$ cat src/rtl/hdlcaf_pkg.sv
package hdlcaf_pkg;

    localparam int BYTE_W = 8;
    typedef logic [BYTE_W-1:0] byte_t;

    localparam byte_t SAP_FIX_A = 8'hFE;
    localparam byte_t SAP_FIX_B = 8'hFC;
    localparam byte_t TEI_GROUP = 8'hFF;

    localparam int N_SAP_TGT = 4;
    localparam int N_TEI_TGT = 3;

    typedef enum logic [2:0] {
        MODE_AUTO     = 3'd0,
        MODE_NONAUTO  = 3'd1,
        MODE_TEI_ONLY = 3'd2,
        MODE_OPEN     = 3'd3,
        MODE_SAP_ONLY = 3'd4
    } mode_e;

    typedef enum logic [2:0] {
        ST_IDLE,
        ST_ADDR2,
        ST_CTRL1,
        ST_CTRL2,
        ST_BODY,
        ST_SKIP
    } pstate_e;

    typedef enum logic [2:0] {
        RT_DROP,
        RT_FIFO,
        RT_HDR,
        RT_HDR_PACK,
        RT_SAP
    } route_e;

    typedef struct packed {
        logic  vld;
        byte_t data;
        logic  last;
    } fifo_beat_t;

    // A control byte opens a two-byte field unless it is an unnumbered one.
    function automatic logic ctrl_is_long(input logic [1:0] low_bits);
        return low_bits != 2'b11;
    endfunction

endpackage

$ cat src/rtl/hdlcaf_match.sv
module hdlcaf_match
    import hdlcaf_pkg::*;
#(
    parameter int N_TGT = 4
) (
    input  byte_t                        val,
    input  logic [N_TGT-1:0][BYTE_W-1:0] tgt,
    input  logic [N_TGT-1:0]             en,
    output logic                         hit
);
    logic [N_TGT-1:0] eq;

    for (genvar g = 0; g < N_TGT; g++) begin : g_cmp
        assign eq[g] = en[g] && (val == tgt[g]);
    end

    assign hit = |eq;
endmodule

$ cat src/rtl/hdlcaf_seq.sv
module hdlcaf_seq
    import hdlcaf_pkg::*;
(
    input  logic   clk,
    input  logic   rst,
    input  logic   in_vld,
    input  logic   in_sof,
    input  logic   in_eof,
    input  mode_e  mode,
    input  logic   addr2,
    input  logic   ext,
    input  logic   ctrl_long,
    input  logic   sap_hit,
    input  logic   tei_hit,
    output route_e route,
    output logic   acc_end,
    output logic   commit_sap,
    output logic   grp_en
);
    pstate_e state, nxt;

    // Group station value is honoured only on the second address byte
    assign grp_en = !in_sof && (state == ST_ADDR2);

    always_comb begin
        nxt        = state;
        route      = RT_DROP;
        acc_end    = 1'b0;
        commit_sap = 1'b0;
        if (in_vld) begin
            if (in_sof) begin
                // a start marker always restarts parsing
                case (mode)
                    MODE_OPEN: begin
                        route = RT_FIFO;
                        nxt   = ST_BODY;
                    end
                    MODE_SAP_ONLY: nxt = sap_hit ? ST_BODY : ST_SKIP;
                    MODE_TEI_ONLY: begin
                        if (addr2) begin
                            route = RT_SAP;
                            nxt   = ST_ADDR2;
                        end else begin
                            nxt = tei_hit ? ST_CTRL1 : ST_SKIP;
                        end
                    end
                    default: begin
                        if (addr2) nxt = sap_hit ? ST_ADDR2 : ST_SKIP;
                        else       nxt = tei_hit ? ST_CTRL1 : ST_SKIP;
                    end
                endcase
            end else begin
                case (state)
                    ST_ADDR2: begin
                        if (tei_hit) begin
                            nxt        = ST_CTRL1;
                            commit_sap = (mode == MODE_TEI_ONLY);
                        end else begin
                            nxt = ST_SKIP;
                        end
                    end
                    ST_CTRL1: begin
                        route = RT_HDR;
                        nxt   = (ext && ctrl_long) ? ST_CTRL2 : ST_BODY;
                    end
                    ST_CTRL2: begin
                        route = (mode == MODE_AUTO) ? RT_HDR_PACK : RT_FIFO;
                        nxt   = ST_BODY;
                    end
                    ST_BODY: route = RT_FIFO;
                    default: nxt = state;
                endcase
            end
            if (in_eof) begin
                // only a frame past its address check reports an end
                acc_end = (nxt == ST_CTRL1) || (nxt == ST_CTRL2) || (nxt == ST_BODY);
                nxt     = ST_IDLE;
            end
        end
    end

    always_ff @(posedge clk) begin
        if (rst) state <= ST_IDLE;
        else     state <= nxt;
    end
endmodule

$ cat src/rtl/hdlcaf_rx_filter.sv
module hdlcaf_rx_filter
    import hdlcaf_pkg::*;
(
    input  logic       clk,
    input  logic       rst,
    input  logic       in_vld,
    input  logic [7:0] in_data,
    input  logic       in_sof,
    input  logic       in_eof,
    input  logic [2:0] cfg_mode,
    input  logic       cfg_addr2,
    input  logic       cfg_ext,
    input  logic [7:0] cfg_sap_a,
    input  logic [7:0] cfg_sap_b,
    input  logic [7:0] cfg_tei_a,
    input  logic [7:0] cfg_tei_b,
    output logic       fifo_vld,
    output logic [7:0] fifo_data,
    output logic       fifo_last,
    output logic       frm_end,
    output logic [7:0] hdr_ctrl,
    output logic [7:0] sap_cap
);
    logic       sap_hit, tei_hit, grp_en, acc_end, commit_sap;
    route_e     route;
    fifo_beat_t beat;
    byte_t      sap_pend;

    hdlcaf_match #(.N_TGT(N_SAP_TGT)) u_sap_match (
        .val (in_data),
        .tgt ({SAP_FIX_B, SAP_FIX_A, cfg_sap_b, cfg_sap_a}),
        .en  ({N_SAP_TGT{1'b1}}),
        .hit (sap_hit)
    );

    hdlcaf_match #(.N_TGT(N_TEI_TGT)) u_tei_match (
        .val (in_data),
        .tgt ({TEI_GROUP, cfg_tei_b, cfg_tei_a}),
        .en  ({grp_en, 2'b11}),
        .hit (tei_hit)
    );

    hdlcaf_seq u_seq (
        .clk        (clk),
        .rst        (rst),
        .in_vld     (in_vld),
        .in_sof     (in_sof),
        .in_eof     (in_eof),
        .mode       (mode_e'(cfg_mode)),
        .addr2      (cfg_addr2),
        .ext        (cfg_ext),
        .ctrl_long  (ctrl_is_long(in_data[1:0])),
        .sap_hit    (sap_hit),
        .tei_hit    (tei_hit),
        .route      (route),
        .acc_end    (acc_end),
        .commit_sap (commit_sap),
        .grp_en     (grp_en)
    );

    always_ff @(posedge clk) begin
        if (rst) begin
            beat     <= '0;
            frm_end  <= 1'b0;
            hdr_ctrl <= '0;
            sap_pend <= '0;
            sap_cap  <= '0;
        end else begin
            beat.vld  <= (route == RT_FIFO);
            beat.data <= in_data;
            beat.last <= in_eof;
            frm_end   <= acc_end;
            case (route)
                RT_HDR:      hdr_ctrl <= in_data;
                RT_HDR_PACK: hdr_ctrl <= {in_data[3:0], hdr_ctrl[3:0]};
                RT_SAP:      sap_pend <= in_data;
                default:     ;
            endcase
            if (commit_sap) sap_cap <= sap_pend;
        end
    end

    assign fifo_vld  = beat.vld;
    assign fifo_data = beat.data;
    assign fifo_last = beat.last;
endmodule

$ cat config.mk
export PLATFORM = sky130hd
export DESIGN_NAME = hdlcaf_rx_filter
export DESIGN_NICKNAME = d
export VERILOG_FILES = /design/src/rtl/hdlcaf_pkg.sv /design/src/rtl/hdlcaf_match.sv /design/src/rtl/hdlcaf_seq.sv /design/src/rtl/hdlcaf_rx_filter.sv
export SDC_FILE = /design/constraint.sdc
export NUM_CORES = 1
export LEC_CHECK = 0
export ABC_CLOCK_PERIOD_IN_PS = 5830
export BUFFER_PORTS_ARGS = -buffer_cell sky130_fd_sc_hd__buf_2
export CORE_MARGIN = 2
export CORE_UTILIZATION = 53
export DETAILED_ROUTE_END_ITERATION = 6
export PLACE_DENSITY = 0.92
export SLEW_MARGIN = 20
export SYNTH_ARGS = -nofsm -noshare
export SYNTH_HDL_FRONTEND = slang
export SYNTH_SLANG_ARGS = --single-unit
$ cat constraint.sdc
create_clock -name clk -period 5.83 [get_ports clk]
set_input_delay 1.166 -clock clk [delete_from_list [all_inputs] [get_ports clk]]
set_output_delay 1.166 -clock clk [all_outputs]
set_load 0.01 [all_outputs]
==> impl_results.md <==
* Status: finished clean
* IO Port Bufs at 76
* ANT nets after route at 0
* Postcts setup bufs at 0
* Max clock buf depth at 2
* Gr ovfl total at 0
* Share of layout cells above drive strength 1 at 0.3231
* DR DRC count at 0
* Max Freq at about 360 MHz
* Post-synthesis cell area at about 0.0021 mm²
* Drt wl/cell at between 15 and 20 µm
* # diodes at 0
* VDD IR max at roughly 0.18 mV
* WL final at 5.276 mm
* Clock Latency Late Sink at between 200 and 300 ps
* P&R area growth vs syn at 22.63%
* Crit-path max FO at 8
* CP required at between 5000 and 6000 ps
* Worst Setup Path Type: primary input to flop
* CTS Buf Count at 5
* Core area at about 0.0037 mm²
* Area taken by multi-input logic gates at between 0.001 and 0.0015 mm²
* Reg clk slew, reported paths at 80 ps
* Synth async-reset ratio at 0
* Synth top area cells: dfxtp_1 (36%), xor2_1 (13%), mux2i_1 (11%)
* Global-route wire length before repair at about 8.5 mm
* H-tree levels at 2
* Initial DRC Count at roughly 140
* Leading cell type in the layout, fill and taps excluded: buf_2
* Layout Nets at 343
* # placed instances at ~330
* # fillers at between 200 and 300
* Die ar. at 0.004473 mm²
* Leakage at 1.095 nW
* Largest net degree at the start of global routing at 39
* Syn_area_per_cell at 9.232 µm²
* Synth warn at 0
* Worst Setup End Kind: flop
* Period utilization at 0.4766
* Worst hold slack at approximately 500 ps
* Fin util at 0.6865
* Final Hold Fails at 0
* Main flop type after synthesis: dfxtp_1
* Sequential cell area at roughly 760 µm²
* Post-DP HPWL at 3.960 mm
* DR vias/cell at about 5.6
* EDFF count, synth at 0
* Worst-Margin Slew at around 670 ps
* Cell count after synthesis at between 200 and 250
* PwrDens at between 200 and 250 mW/mm²
* Total Neg Setup Slack at 0 ps
* CTS tree: yes
* Fin cells at around 340
* Initial Util at 0.5598
* Vias after detailed routing at 1906
* # rows at 22
* CP Data Arrival Time at roughly 3000 ps
* Final-report setup violation count at 0
* Crit path time final at between 2000 and 3000 ps
* Die width at ~67 µm
* Final Slew Violations at 0
* Synth top area share at 0.3630
* Yosys top cell by area: dfxtp_1
* RSZ-0062 raised after global routing: no
* Distinct cells, synth at 45
* Quantity of gates resized following cts at 0
* Post-Syn Nets at ~280
* Worst Setup Start Kind: primary input
* Max Cap Viol at 0
* Max_slew headroom at 0.5536
* Min-Delay Path Class: flop to flop
* GPL Wtd Cong at between 0.8 and 0.9
* Number of synthesized register bits at 38
* I/O pin count at 77
* Most frequent cells in the layout: buf_2 (76), dfxtp_1 (38), xor2_1 (32), nor2_1 (28), mux2i_1 (24)
* Die height at around 67 µm
* Hold-fix buffers at CTS at 0
* Vias in the first global route at 1894
* Sequential share of the synthesized area at 0.3630
* Initial antenna violation count at 0
* Clock root buffer: clkbuf_8
* Layout Skew at 11.72 ps
* All-Layer GR Usage at 0.2568
* DRT Pass-1 Iters at 4
* Clk sinks at 38
[Yosys cell counts, types with 2 or more instances]
cell      count
nor3_1        4
nor4b_1       2
nand3_1       2
nand3b_1      3
inv_1         3
buf_6         3
xor2_1       32
dfxtp_1      38
nand2b_1      3
a211oi_1      5
buf_4         3
o211ai_1      2
clkbuf_1      5
nor4_1        5
mux2i_1      24
buf_2         4
nor2b_1      12
nor2_1       28
nand4_1       2
a21oi_1       6
o21ai_0       3
nand2_1      13
nor4_2        3
[kinds of logic (layout without fill, tap and decap cells)]
family | count (synthesis) | count (layout) | synth area share
AOI/OAI and AO/OA | 29 | 29 | 0.1110
xor gates and xnor gates | 32 | 32 | 0.1337
buffers and inverters | 20 | 87 | 0.05492
DFF | 38 | 38 | 0.3630
muxes | 24 | 24 | 0.1146
and+or+nand+nor | 84 | 84 | 0.2227
[stage by stage]
stage	power, mW	worst slack, ps	instance area [µm²]
2_1_floorplan	0.3289	3082	2096
3_3_place_gp	0.3548	2811	2432
3_5_place_dp	0.3582	2741	2432
4_1_cts	0.6277	3062	2570
5_1_grt	0.6472	2960	2570
6_report	0.6252	3051	2570
[worst max-delay path, cell delays in order]
cell and delay (ps):
buf_2 170, xor2_1 180, nor4_2 340, a22oi_2 180, a211oi_4 550, mux2i_1 270, nor2_1 70
[final cells by class]
cell class,instances,share of cell area
Multi-Input combinational cell,169,0.4747
Sequential cell,38,0.2960
Timing Repair Buffer,76,0.1480
Clock buffer,5,0.02678
Clock inverter,3,0.02678
Tap cell,48,0.02337
Inverter,3,0.004382
[sequential cells by signal (all words and copies together), names as in the netlist]
signal,count
fifo_last,1
hdr_ctrl,8
sap_cap,8
sap_pend,8
frm_end,1
fifo_vld,1
u_seq.state,3
fifo_data,8
[per-layer routing]
metal | up-vias | global-route usage | share of wire | wire [µm]
met5 | - | 0 | 0 | 0
met4 | 0 | 0.1276 | 0.027 | 140
met3 | 15 | 0.05912 | 0.076 | 403
met2 | 97 | 0.4400 | 0.50 | 2660
li1 | 914 | - | - | -
met1 | 880 | 0.2980 | 0.39 | 2071
[final timing paths]
kind                        from          end  slack (ps)  cells after the start
hold reg to reg      hdr_ctrl[7]  hdr_ctrl[7]         500                      2
setup / recovery      in_data[7]   sap_cap[0]        3050                      7
hold / removal       hdr_ctrl[7]  hdr_ctrl[7]         500                      2
setup reg to reg  u_seq.state[2]   sap_cap[0]        3770                      4
[report_power, final]
part           total, mW  switching [mW]  internal (mW)  leakage (nW)
sequential         0.267         0.00242          0.264         0.309
combinational     0.0865          0.0498         0.0367         0.718
clock              0.272           0.101          0.171        0.0683
(Power assumes the default switching activity.)
